===== src/rtl/ecc_oob_pkg.sv =====
// Package: shared constants and the page size encoding for the spare-area
// ECC packer. Assumes one check code per 512-byte data chunk.
package ecc_oob_pkg;
    localparam int CHUNK_BYTES  = 512;
    localparam int SEL_W        = 2;
    localparam int WORD_W       = 32;
    localparam int HALF_W       = 12;
    localparam int HI_LSB       = 16;
    localparam int OFF_W        = 8;
    localparam int MAX_CHUNKS   = 8192 / CHUNK_BYTES;
    localparam int CNT_W        = $clog2(MAX_CHUNKS + 1);

    typedef enum logic [SEL_W-1:0] {
        PG_512  = 2'd0,
        PG_2K   = 2'd1,
        PG_4K   = 2'd2,
        PG_8K   = 2'd3
    } pg_size_e;
endpackage


===== src/rtl/ecc_code_fmt.sv =====
// Module: ecc_code_fmt
// Joins the two significant halves of a parity result into one check code and
// inverts it, so that an all-ones (erased) page carries a matching code.
// Assumes the halves sit at [HALF_W-1:0] and [HI_LSB +: HALF_W].
module ecc_code_fmt #(
    parameter int HALF_W = 12
) (
    input  logic [HALF_W-1:0]   lo_half,
    input  logic [HALF_W-1:0]   hi_half,
    output logic [2*HALF_W-1:0] code
);
    // Concatenate and invert the halves.
    always_comb begin
        code = ~{hi_half, lo_half};
    end
endmodule


===== src/rtl/oob_layout.sv =====
// Module: oob_layout
// Maps the page size code to the first spare offset and the number of chunk
// codes per page. Assumes the 2-bit encoding of ecc_oob_pkg::pg_size_e.
module oob_layout
    import ecc_oob_pkg::*;
#(
    parameter int OFF_W       = 8,
    parameter int CNT_W       = 5,
    parameter int START_SMALL = 0,
    parameter int START_MID   = 40,
    parameter int START_BIG   = 80
) (
    input  logic [SEL_W-1:0] sel,
    output logic [OFF_W-1:0] start_off,
    output logic [CNT_W-1:0] n_chunks
);
    // Decode page size into layout constants.
    always_comb begin
        unique case (pg_size_e'(sel))
            PG_512: begin
                start_off = OFF_W'(START_SMALL);
                n_chunks  = CNT_W'(512 / CHUNK_BYTES);
            end
            PG_2K: begin
                start_off = OFF_W'(START_MID);
                n_chunks  = CNT_W'(2048 / CHUNK_BYTES);
            end
            PG_4K: begin
                start_off = OFF_W'(START_BIG);
                n_chunks  = CNT_W'(4096 / CHUNK_BYTES);
            end
            default: begin
                start_off = OFF_W'(START_BIG);
                n_chunks  = CNT_W'(8192 / CHUNK_BYTES);
            end
        endcase
    end
endmodule


===== src/rtl/oob_byte_emitter.sv =====
// Module: oob_byte_emitter
// Serialises a multi-byte code into byte writes, least significant first,
// at a running offset. A load may coincide with the last byte of the previous
// code; abort drops a code in flight. Assumes load has priority over abort.
module oob_byte_emitter #(
    parameter int CODE_BYTES = 3,
    parameter int OFF_W      = 8
) (
    input  logic                    clk,
    input  logic                    rst_n,
    input  logic                    set_off,
    input  logic [OFF_W-1:0]        start_off,
    input  logic                    abort,
    input  logic                    load,
    input  logic [8*CODE_BYTES-1:0] code,
    output logic                    wr_en,
    output logic [OFF_W-1:0]        wr_off,
    output logic [7:0]              wr_byte,
    output logic                    last_byte
);
    localparam int CODE_W = 8 * CODE_BYTES;
    localparam int IDX_W  = (CODE_BYTES > 1) ? $clog2(CODE_BYTES) : 1;

    logic              active;
    logic [IDX_W-1:0]  idx;
    logic [CODE_W-1:0] sh;
    logic [OFF_W-1:0]  off;

    assign last_byte = active && (idx == IDX_W'(CODE_BYTES - 1));

    // Running spare offset: reloaded at page start, bumped per written byte.
    always_ff @(posedge clk) begin
        if (!rst_n) begin
            off <= '0;
        end else if (set_off) begin
            off <= start_off;
        end else if (active) begin
            off <= off + OFF_W'(1);
        end
    end

    // Byte sequencer: load a code, shift out one byte per cycle.
    always_ff @(posedge clk) begin
        if (!rst_n) begin
            active <= 1'b0;
            idx    <= '0;
            sh     <= '0;
        end else if (load) begin
            active <= 1'b1;
            idx    <= '0;
            sh     <= code;
        end else if (abort) begin
            active <= 1'b0;
        end else if (active) begin
            sh  <= sh >> 8;
            idx <= idx + IDX_W'(1);
            if (last_byte) begin
                active <= 1'b0;
            end
        end
    end

    assign wr_en   = active;
    assign wr_off  = off;
    assign wr_byte = sh[7:0];
endmodule


===== src/rtl/ecc_oob_packer.sv =====
// Module: ecc_oob_packer (top)
// Turns per-chunk parity results into inverted 24-bit codes and writes them
// into a spare-area buffer at page-size dependent offsets. Tracks chunks per
// page, flags completion and dropped strobes. Assumes the buffer was preset to
// 0xFF by its owner; only code bytes are written.
module ecc_oob_packer
    import ecc_oob_pkg::*;
#(
    parameter int P_WORD_W      = WORD_W,
    parameter int P_HALF_W      = HALF_W,
    parameter int P_HI_LSB      = HI_LSB,
    parameter int P_OFF_W       = OFF_W,
    parameter int P_CNT_W       = CNT_W,
    parameter int P_START_SMALL = 0,
    parameter int P_START_MID   = 40,
    parameter int P_START_BIG   = 80
) (
    input  logic                  clk,
    input  logic                  rst_n,
    input  logic                  page_start,
    input  logic [SEL_W-1:0]      page_sel,
    input  logic                  res_valid,
    input  logic [P_WORD_W-1:0]   res_word,
    output logic                  wr_en,
    output logic [P_OFF_W-1:0]    wr_off,
    output logic [7:0]            wr_byte,
    output logic                  done,
    output logic                  overflow
);
    localparam int CODE_W     = 2 * P_HALF_W;
    localparam int CODE_BYTES = CODE_W / 8;

    logic [CODE_W-1:0]    fmt_code;
    logic [P_OFF_W-1:0]   lay_start;
    logic [P_CNT_W-1:0]   lay_n;
    logic [P_CNT_W-1:0]   n_lat;
    logic [P_CNT_W-1:0]   cnt;
    logic                 page_open;
    logic                 done_q;
    logic                 ovf_q;
    logic                 busy;
    logic                 last_byte;
    logic                 final_chunk;
    logic                 closing;
    logic                 room;
    logic                 accept;
    logic                 unused_bits;

    // Result bits outside the two halves carry nothing for the code.
    assign unused_bits = ^{res_word[P_WORD_W-1:P_HI_LSB+P_HALF_W],
                           res_word[P_HI_LSB-1:P_HALF_W]};

    ecc_code_fmt #(.HALF_W(P_HALF_W)) u_fmt (
        .lo_half (res_word[P_HALF_W-1:0]),
        .hi_half (res_word[P_HI_LSB +: P_HALF_W]),
        .code    (fmt_code)
    );

    oob_layout #(
        .OFF_W       (P_OFF_W),
        .CNT_W       (P_CNT_W),
        .START_SMALL (P_START_SMALL),
        .START_MID   (P_START_MID),
        .START_BIG   (P_START_BIG)
    ) u_layout (
        .sel       (page_sel),
        .start_off (lay_start),
        .n_chunks  (lay_n)
    );

    // Acceptance: a page start always takes the strobe; otherwise the page
    // must be open, not closing, and the emitter free or on its last byte.
    always_comb begin
        final_chunk = (cnt == n_lat - P_CNT_W'(1));
        closing     = last_byte && final_chunk;
        room        = page_open && !closing && (!busy || last_byte);
        accept      = res_valid && (page_start || room);
    end

    oob_byte_emitter #(
        .CODE_BYTES (CODE_BYTES),
        .OFF_W      (P_OFF_W)
    ) u_emit (
        .clk       (clk),
        .rst_n     (rst_n),
        .set_off   (page_start),
        .start_off (lay_start),
        .abort     (page_start),
        .load      (accept),
        .code      (fmt_code),
        .wr_en     (busy),
        .wr_off    (wr_off),
        .wr_byte   (wr_byte),
        .last_byte (last_byte)
    );

    // Page bookkeeping: chunk count, open/done state and dropped strobes.
    always_ff @(posedge clk) begin
        if (!rst_n) begin
            n_lat     <= P_CNT_W'(1);
            cnt       <= '0;
            page_open <= 1'b0;
            done_q    <= 1'b0;
            ovf_q     <= 1'b0;
        end else if (page_start) begin
            n_lat     <= lay_n;
            cnt       <= '0;
            page_open <= 1'b1;
            done_q    <= 1'b0;
            ovf_q     <= 1'b0;
        end else begin
            if (last_byte) begin
                cnt <= cnt + P_CNT_W'(1);
                if (final_chunk) begin
                    page_open <= 1'b0;
                    done_q    <= 1'b1;
                end
            end
            if (res_valid && !room) begin
                ovf_q <= 1'b1;
            end
        end
    end

    assign wr_en    = busy;
    assign done     = done_q;
    assign overflow = ovf_q;
endmodule


===== config.mk =====
export PLATFORM = sky130hd
export DESIGN_NAME = ecc_oob_packer
export DESIGN_NICKNAME = d
export VERILOG_FILES = /design/src/rtl/ecc_oob_pkg.sv /design/src/rtl/ecc_code_fmt.sv /design/src/rtl/oob_layout.sv /design/src/rtl/oob_byte_emitter.sv /design/src/rtl/ecc_oob_packer.sv
export SDC_FILE = /design/constraint.sdc
export NUM_CORES = 1
export LEC_CHECK = 0
export BUFFER_PORTS_ARGS = -buffer_cell sky130_fd_sc_hd__buf_2
export CORE_MARGIN = 2
export CORE_UTILIZATION = 48
export DETAILED_ROUTE_END_ITERATION = 16
export PLACE_DENSITY = 0.71
export SLEW_MARGIN = 40
export SYNTH_ARGS = -nofsm -noshare
export SYNTH_HDL_FRONTEND = slang
export SYNTH_HIERARCHICAL = 1
export SYNTH_SLANG_ARGS = --single-unit

===== constraint.sdc =====
create_clock -name clk -period 3.01 [get_ports clk]
set_clock_uncertainty 0.2 [all_clocks]
set_input_delay 0.4515 -clock clk [delete_from_list [all_inputs] [get_ports clk]]
set_output_delay 0.4515 -clock clk [all_outputs]
set_load 0.02 [all_outputs]

# == Word-level counts from Yosys, hierarchy flattened ==
# Index checks and enable logic that the tools add are counted.
# totals
regBits,48
input_bits,38
output_inout_bits,19
wordCells,57
# classes
add_sub_neg,4
eq_ne,5
muxes,14
n_bitwise,3
n_reduce_logical,22
# op_table
operator,n
two-way mux 24 bit,3
NOT 24 bit,1
two-way mux 8 bit,2
case mux 5 bit (3 select lines),1
case mux 7 bit (2 select lines),1
adder 8 x 1 -> 8 bit (second input constant),1
AND reduction 2 bit,4
nonzero test 2 bit,4
two-way mux 1 bit,7
logical AND 1 bit,6
adder 5 x 1 -> 5 bit (second input constant),1
== test 5 bit,1
subtractor 5 x 1 -> 5 bit (second input constant),1
== test 2 bit (second input constant),2
OR reduction 2 bit,2
logical NOT 1 bit,3
adder 2 x 1 -> 2 bit (second input constant),1
== test 2 x 1 -> 1 bit (second input constant),1
logical NOT 2 bit,1
logical OR 1 bit,2
!= test 2 x 1 -> 1 bit (second input constant),1
NOT 1 bit,2

# == Depth between registers and ports, before layout ==
# Gate-level depths: netlist of run 1.
# logic_depth
ltp_word,10
ltp_mapped,12
depth_no_buf,10

# == Cells and area by module ==
# Netlist of run 1, hierarchy kept.
# by_module_without_submodules
module,instances,cells_per_inst,area_per_inst_um2,seq_area_each_um2
oob_byte_emitter,1,184,1670.4,700.7
ecc_oob_packer,1,70,635.6,260.2
oob_layout,1,14,93.8,0.0
ecc_code_fmt,1,24,90.1,0.0

# == Least setup slack after synthesis of run 1 ==
# Ideal clock, no wire load.
# synth_path
kind,register to register
start,register u_emit.active (netlist: u_emit/wr_en)
end,register u_emit.sh[12]
setup_ns,0.086
arrival_ns,2.029
required_time_ns,2.724
path_slack_ns,0.695
stages_incl_launch_ff,12
path_buffers,4
period_less_slack_ns,2.315
cell_sequence,dfxtp_1 buf_6 and2_2 clkbuf_1 nand4_1 a21oi_2 o21ai_0 buf_2 clkinv_1 buf_2 nor2_1 a211oi_1
# synth_via
elab_chain_cells,9
word_cells_on_any_way,13
classes_between,eq/ne: 1; mux: 1; reduce/logical: 11
# synth_rtl
element,line,rtl
from (decl),oob_byte_emitter.sv:24,logic active;
from (signal assigned),oob_byte_emitter.sv:45,active <= 1'b0;
from (signal assigned),oob_byte_emitter.sv:49,active <= 1'b1;
from (signal assigned),oob_byte_emitter.sv:53,active <= 1'b0;
logical AND 1 bit *,oob_byte_emitter.sv:29,assign last_byte = active && (idx == IDX_W'(CODE_BYTES - 1));
named net last_byte,ecc_oob_packer.sv:42,logic last_byte;
logical AND 1 bit,ecc_oob_packer.sv:75,closing = last_byte && final_chunk;
logical NOT 1 bit,ecc_oob_packer.sv:76,room = page_open && !closing && (!busy || last_byte);
logical AND 1 bit,ecc_oob_packer.sv:76,
logical AND 1 bit *,ecc_oob_packer.sv:76,
logical OR 1 bit *,ecc_oob_packer.sv:77,accept = res_valid && (page_start || room);
logical AND 1 bit *,ecc_oob_packer.sv:77,
named net accept,ecc_oob_packer.sv:46,logic accept;
!= test 2 x 1 -> 1 bit (no source line) / nonzero test 2 bit (equally long branches),-,
AND reduction 2 bit (no source line),-,
to (signal assigned),oob_byte_emitter.sv:51,sh <= code;
to (signal assigned),oob_byte_emitter.sv:55,sh <= sh >> 8;
to (decl),oob_byte_emitter.sv:26,logic [CODE_W-1:0] sh;
# The timed path passes the listed nets; every way through them passes the cells marked *.
# A chain may end at the register's enable or synchronous reset.

# == Worst setup path in the final report of run 1 ==
# layout_path
start,register n_lat[0]
end,register u_emit.sh[7]
# layout_via
elab_chain_cells,10
word_cells_on_any_way,12
classes_between,add/sub: 1; eq/ne: 2; mux: 1; reduce/logical: 8
# layout_rtl
element,line,rtl
from (decl),ecc_oob_packer.sv:36,logic [P_CNT_W-1:0] n_lat;
from (signal assigned),ecc_oob_packer.sv:106,n_lat <= lay_n;
subtractor 5 x 1 -> 5 bit *,ecc_oob_packer.sv:74,final_chunk = (cnt == n_lat - P_CNT_W'(1));
== test 5 bit *,ecc_oob_packer.sv:74,
logical AND 1 bit *,ecc_oob_packer.sv:75,
logical NOT 1 bit *,ecc_oob_packer.sv:76,
logical AND 1 bit * (2 in series),ecc_oob_packer.sv:76,
logical OR 1 bit *,ecc_oob_packer.sv:77,
logical AND 1 bit *,ecc_oob_packer.sv:77,
named net accept,ecc_oob_packer.sv:46,
!= test 2 x 1 -> 1 bit (no source line) / nonzero test 2 bit (equally long branches),-,
AND reduction 2 bit (no source line),-,
# Marked as above.

==> results of run 1 <==
## layout make-up
type                            instances  area, um^2  area share (%)
Inverter                               31         116            4.22
Timing Repair Buffer                   53         290            10.5
Multi-Input combinational cell        185        1200            43.7
Tap cell                               70        87.6            3.18
Clock inverter                          2        13.8           0.499
Clock buffer                            6        82.6            3.00
Sequential cell                        48         961            34.9
## sequential cells by signal, indices dropped and copies added (netlist names)
| signal | flops |
|---|---|
| cnt | 5 |
| done | 1 |
| n_lat | 5 |
| overflow | 1 |
| page_open | 1 |
| u_emit/idx | 2 |
| u_emit/sh | 24 |
| u_emit/wr_en | 1 |
| u_emit/wr_off | 8 |
## power groups by stage
| stage | Combinational (W) | Sequential, W | Clock, W |
|---|---|---|---|
| 2_1_floorplan | 0.000174 | 0.000727 | 0 |
| 3_3_place_gp | 0.000220 | 0.000722 | 0 |
| 3_5_place_dp | 0.000226 | 0.000723 | 0 |
| 4_1_cts | 0.000228 | 0.000709 | 0.000417 |
| 5_1_grt | 0.000253 | 0.000715 | 0.000444 |
| 6_report | 0.000225 | 0.000708 | 0.000400 |
## cells in the final DEF (no fill, tap or decap), types with 2 or more instances in the layout
cell	netlist	final
dfxtp_1	48	48
buf_2	9	48
inv_1	30	30
nor2_1	27	27
mux2i_1	23	23
nand2_1	19	19
a211oi_1	16	16
a21oi_1	14	14
nand3_1	11	11
xor2_1	9	9
nand2b_1	7	7
xnor2_1	6	6
nand4_1	6	6
o21ai_0	6	6
clkbuf_8	0	6
o211ai_1	5	5
nor2b_1	5	5
conb_1	1	5
ha_1	4	4
buf_4	16	4
and2_2	2	2
or2_2	2	2
nor3b_1	2	2
o221ai_1	2	2
## stage by stage
step | setup WS (ns) | total power [W]
2_1_floorplan | 0.696 | 0.000902
3_3_place_gp | 0.458 | 0.000942
3_5_place_dp | 0.386 | 0.000950
4_1_cts | 0.357 | 0.00135
5_1_grt | 0.165 | 0.00141
6_report | 0.367 | 0.00133
## worst min-delay path by stage
stage / startpoint / end / depth (start not counted)
final: res_word[24] / u_emit/sh[20]$_SDFFE_PN0P_ / 4
after global routing: res_word[27] / u_emit/sh[23]$_SDFFE_PN0P_ / 4
after CTS: res_word[24] / u_emit/sh[20]$_SDFFE_PN0P_ / 4
after detailed placement: u_emit/idx[1]$_SDFFE_PP0P_ / u_emit/idx[1]$_SDFFE_PP0P_ / 2
after global placement: u_emit/idx[1]$_SDFFE_PP0P_ / u_emit/idx[1]$_SDFFE_PP0P_ / 2
after floorplan: u_emit/idx[1]$_SDFFE_PP0P_ / u_emit/idx[1]$_SDFFE_PP0P_ / 2
## cell families after synthesis
group	Yosys count	share of synthesized area, %
simple gates	89	17.8
buf+inv	63	13.6
compound gates	48	12.9
flops	48	38.6
mux	24	9.70
xor+xnor	15	5.28
fa+ha+maj	4	2.01
other cells	1	0.151
## per-layer routing
metal  part of all wire (%)  vias up  global-route usage [%]
met5                      0        -                       0
met4                   0.92        0                    4.91
met3                    3.6        2                    3.67
met2                     47       27                    27.0
met1                     49      890                    21.9
li1                       -     1016                       -
## worst reg2reg max path: stages, from the launching register on
cell and delay (ns):
dfxtp_1 0.38, inv_1 0.08, ha_1 0.24, xnor2_1 0.14, o211ai_1 0.19, a21oi_2 0.11
o21ai_0 0.29, clkinv_1 0.41, buf_12 0.30, a211oi_1 0.22
==> results.cfg, run 1 <==
[die]
dieArea_mm2 = 0.00578
io_pins = 57
core-area_mm2 = 0.00504
die_w_um = 76.0
core.rowCount = 26
initial_utilization_pct = 49.4
die_h_um = 76.0

[sta]
setup_viol = 0
fmax_mhz = 378
finalHoldViolCount = 0
final.min_clock_period_ns = 2.64
hold_slack_ns = 0.196
fin_crit_sh_pct = 87.8
rsz0062_at_grt = false
drv_slew = 0
fin_tns_setup_ns = 0

[power]
p_leak_nw = 1.32
internal_power_w = 0.000963
p_per_area_mw_per_mm2 = 484
ir_drop_v = 0.000334
p_sw_share_pct = 27.8
power_frac_comb_pct = 16.9
p_clk_share_pct = 30.0
seq_power_share_pct = 53.1
p_switching_w = 0.000371

[setup_path]
crit_family = compound AO/OA/AOI/OAI gates
r2r_slack_ns = 0.37
arrival_ns = 2.65
cp-endpoint = u_emit/sh[7]$_SDFFE_PN0P_
crit_path_cell_trace = inv_1 > ha_1 > xnor2_1 > o211ai_1 > a21oi_2 > o21ai_0 > clkinv_1 > buf_12 > a211oi_1
rr_startpoint = n_lat[0]$_SDFFE_PN1P_
setup.worst_path.class = flop to flop
required_ns = 3.02
startpoint_type = flop
worstPathMaxFanout = 30
rr_worst_depth = 9
path_depth = 9
critPathLaunch = n_lat[0]$_SDFFE_PN1P_
crit_path_max_incr_delay_ns = 0.41
slowest_stage = clkinv_1
critical_path_buf_inv_count = 3
reg2reg_to = u_emit/sh[7]$_SDFFE_PN0P_
cp-end-kind = flop

[route]
wl_per_cell_um = 11.5
postRouteAntennaNets = 0
firstDrtPassIters = 4
viasPerCell = 4.90
drc = 0
dr_total_vias = 1935
drt_iter0_markers = 102
routed_wl_um = 4550

[synthesis]
avgSynthCellArea_um2 = 8.53
ys_seq_elements = 48
synth_ff_type = dfxtp_1
async_reset_ff_share_pct = 0
synth.most_common_cell = dfxtp_1
ys_warn_count = 6
synth_edf_count = 0
synth_top_area_share_pct = 38.6
synth_area_mm2 = 0.00249
ys_types = 41
postSynthCellCount = 292
seq_area_frac_synth_pct = 38.6
synthTopCellsByCount = dfxtp_1, inv_1, nor2_1, mux2i_1, nand2_1
synthTopCellsByArea = dfxtp_1, mux2i_1, a211oi_1
yosysTopAreaCell = dfxtp_1

[clock_network]
cts_setup_buffers = 0
clk_path_buf_depth = 2
cts_resized = 0
cts_tree = done
numCtsBuffers = 5
htreeDepth = 2
hold_buffers = 0
clock-sinks = 48
insertion_delay_ns = 0.29
clk_pin_slew_ns = 0.09
cts_root_buffer = clkbuf_8

[finish]
fin_area_mm2 = 0.00276
utilization_pct = 54.7
n_fill_cell = 474
nets = 366
drive_above_1_share_pct = 22.2
diodes = 0
fin_cells = 395
synthToLayoutAreaGrowth_pct = 10.7

[flow_run]
maxCapViolations = 0

[placement]
routabilityCongestion = 0.745
port_buffers = 48
dpl.cell_count = 387
placed_area_mm2 = 0.00266
dpl.hpwl_um = 3220

[global_routing]
antenna_found_initial = 0
grt_pass1_wl_um = 7960
overflow = 0
grt_start_max_net_pins = 31
grt_use_total_pct = 16.5
grt_pass1_vias = 1790

[status]
status = finished clean

[worst_hold_path]
worstHoldPathType = primary input to flop
Power figures use the tool's default switching activity.
==> run 2, diff against run 1 <==
PLACE_DENSITY = 0.72   (was 0.71)
SYNTH_HIERARCHICAL = unset   (was 1)
==> run 2 against run 1 <==
Sequential power decreased by 4.4%. Hold slack improved by 0.023 ns. Total power decreased by 2.5%. Combinational power decreased by 22%. Wire length increased by 7.1%. Via count increased by 2.7%. Count of clock-buffer cells in the layout unchanged. Die area decreased by 7.4%. Global-route usage increased by 3.1 points. Largest cell class unchanged. Highest routed layer unchanged.
==> results.cfg, run 2 <==
[synthesis]
synth_edf_count = 0
synth_area_mm2 = 0.00229
ys_warn_count = 0
synth.most_common_cell = nand2_1
synth_ff_type = dfxtp_1
ys_seq_elements = 47
synth.net_count = 321
ys_types = 32
seq_area_frac_synth_pct = 41.0
synth_top_area_share_pct = 41.0
postSynthCellCount = 279
avgSynthCellArea_um2 = 8.22
synthTopCellsByCount = nand2_1, dfxtp_1, nand3_1, o211a_1, o21ai_0
synthTopCellsByArea = dfxtp_1, nand2_1, o211a_1
yosysTopAreaCell = dfxtp_1
async_reset_ff_share_pct = 0

[global_routing]
grt_pass1_wl_um = 8150
antenna_found_initial = 0
grt_start_max_net_pins = 31
grt_use_total_pct = 19.6
overflow = 0
grt_pass1_vias = 1815

[die]
die_w_um = 73.1
core-area_mm2 = 0.00466
io_pins = 57
die_h_um = 73.1
core.rowCount = 25
dieArea_mm2 = 0.00535
initial_utilization_pct = 49.2

[setup_path]
critPathLaunch = n_lat[0]$_SDFFE_PN1P_
setup.worst_path.class = flop to flop
startpoint_type = flop
arrival_ns = 2.27
rr_startpoint = n_lat[0]$_SDFFE_PN1P_
required_ns = 3.01
cp-end-kind = flop
worstPathMaxFanout = 27

[clock_network]
cts_root_buffer = clkbuf_8
cts_setup_buffers = 0
numCtsBuffers = 5
clk_pin_slew_ns = 0.08
clk_path_buf_depth = 2
clock-sinks = 47
hold_buffers = 0
cts_resized = 0
insertion_delay_ns = 0.30
htreeDepth = 2
cts_tree = done

[finish]
diodes = 0
drive_above_1_share_pct = 20.6
nets = 353
largest_reg_flops = 24
final_cell_mix = nand2_1, buf_2, dfxtp_1, nand3_1, o211a_1
synthToLayoutAreaGrowth_pct = 12.6
final_common_cell = nand2_1
fin_area_mm2 = 0.00258
top_register = u_emit.sh
fin_cells = 365
utilization_pct = 55.5
n_fill_cell = 449

[status]
status = finished clean

[sta]
fmax_mhz = 440
worst_pin_slew_ns = 0.536
finalHoldViolCount = 0
relSlewSlack_pct = 64.3
setup_viol = 0
fin_tns_setup_ns = 0
drv_slew = 0
fin_crit_sh_pct = 75.5
final.min_clock_period_ns = 2.27
rsz0062_at_grt = false

[power]
p_leak_nw = 1.27
p_clk_share_pct = 34.5
internal_power_w = 0.000973
ir_drop_v = 0.000328
p_sw_share_pct = 25.2
seq_power_share_pct = 52.1
p_switching_w = 0.000328
power_frac_comb_pct = 13.4
p_per_area_mw_per_mm2 = 503

[route]
routed_wl_um = 4870
postRouteAntennaNets = 0
wl_per_cell_um = 13.3
firstDrtPassIters = 4
viasPerCell = 5.44
drc = 0
dr_total_vias = 1987
drt_iter0_markers = 125

[worst_hold_path]
hold_start = res_word[25]
worstHoldPathType = primary input to flop

[placement]
routabilityCongestion = 0.791
dpl.cell_count = 358
port_buffers = 48
placed_area_mm2 = 0.00248
dpl.hpwl_um = 3190

[flow_run]
maxCapViolations = 0
==> run 2: area by class of cell <==
cell class	count	area (um^2)	share of cell area (%)
clock buffers	6	72.6	2.81
clock inverters	1	30.0	1.16
inverters	8	30.0	1.16
multi-input cells	196	1170	45.1
flip-flops and latches	47	941	36.4
well taps	54	67.6	2.61
repair buffers	53	278	10.7
==> run 2: worst max-delay path, stage by stage, from the launching register on <==
cell and delay [ns]:
dfxtp_1 0.40, inv_1 0.06, ha_1 0.30, xnor2_1 0.14
a211oi_2 0.21, nand4_2 0.14, and2_2 0.40, o211a_1 0.30
==> run 2: final timing paths <==
check | end | slack, ns | cells after the start
worst min register to register | done$_SDFFE_PP0P_ | 0.25 | 2
worst min-delay path | u_emit.sh[21]$_SDFFE_PN0P_ | 0.22 | 3
worst max-delay path | u_emit.sh[9]$_SDFFE_PN0P_ | 0.74 | 7
worst max register to register | u_emit.sh[9]$_SDFFE_PN0P_ | 0.74 | 7
==> run 2: kinds of logic (layout without fill, tap and decap cells) <==
kind of cell | count (synthesis) | in the layout | synth area share [%]
buffers and inverters | 36 | 68 | 8.23
and+or+nand+nor | 130 | 130 | 27.6
AOI/OAI and AO/OA | 45 | 45 | 14.4
adders and majority gates | 4 | 4 | 2.18
DFF | 47 | 47 | 41.0
xor gates and xnor gates | 16 | 16 | 6.11
muxes | 1 | 1 | 0.436
==> run 2: power groups by stage <==
stage / Clock [W] / Sequential [W] / Combinational, W
CTS: 0.000461 / 0.000677 / 0.000175
detailed placement: 0 / 0.000692 / 0.000174
global route: 0.000483 / 0.000681 / 0.000196
floorplan: 0 / 0.000691 / 0.000135
finish: 0.000449 / 0.000677 / 0.000175
global placement: 0 / 0.000690 / 0.000171
==> run 2: per-stage QoR <==
step	hold slack, ns	power (W)	setup slack [ns]
2_1_floorplan	0.247	0.000826	0.860
3_3_place_gp	0.231	0.000861	0.600
3_5_place_dp	0.235	0.000865	0.762
4_1_cts	0.209	0.00131	0.737
5_1_grt	0.217	0.00136	0.578
6_report	0.218	0.00130	0.738
==> run 2: layer usage <==
layer | track usage [%] | routed length, um | vias to the layer above
li1 | - | - | 1002
met1 | 25.2 | 2270 | 916
met2 | 31.6 | 2230 | 65
met3 | 5.25 | 308 | 4
met4 | 6.58 | 59 | 0
met5 | 0 | 0 | -
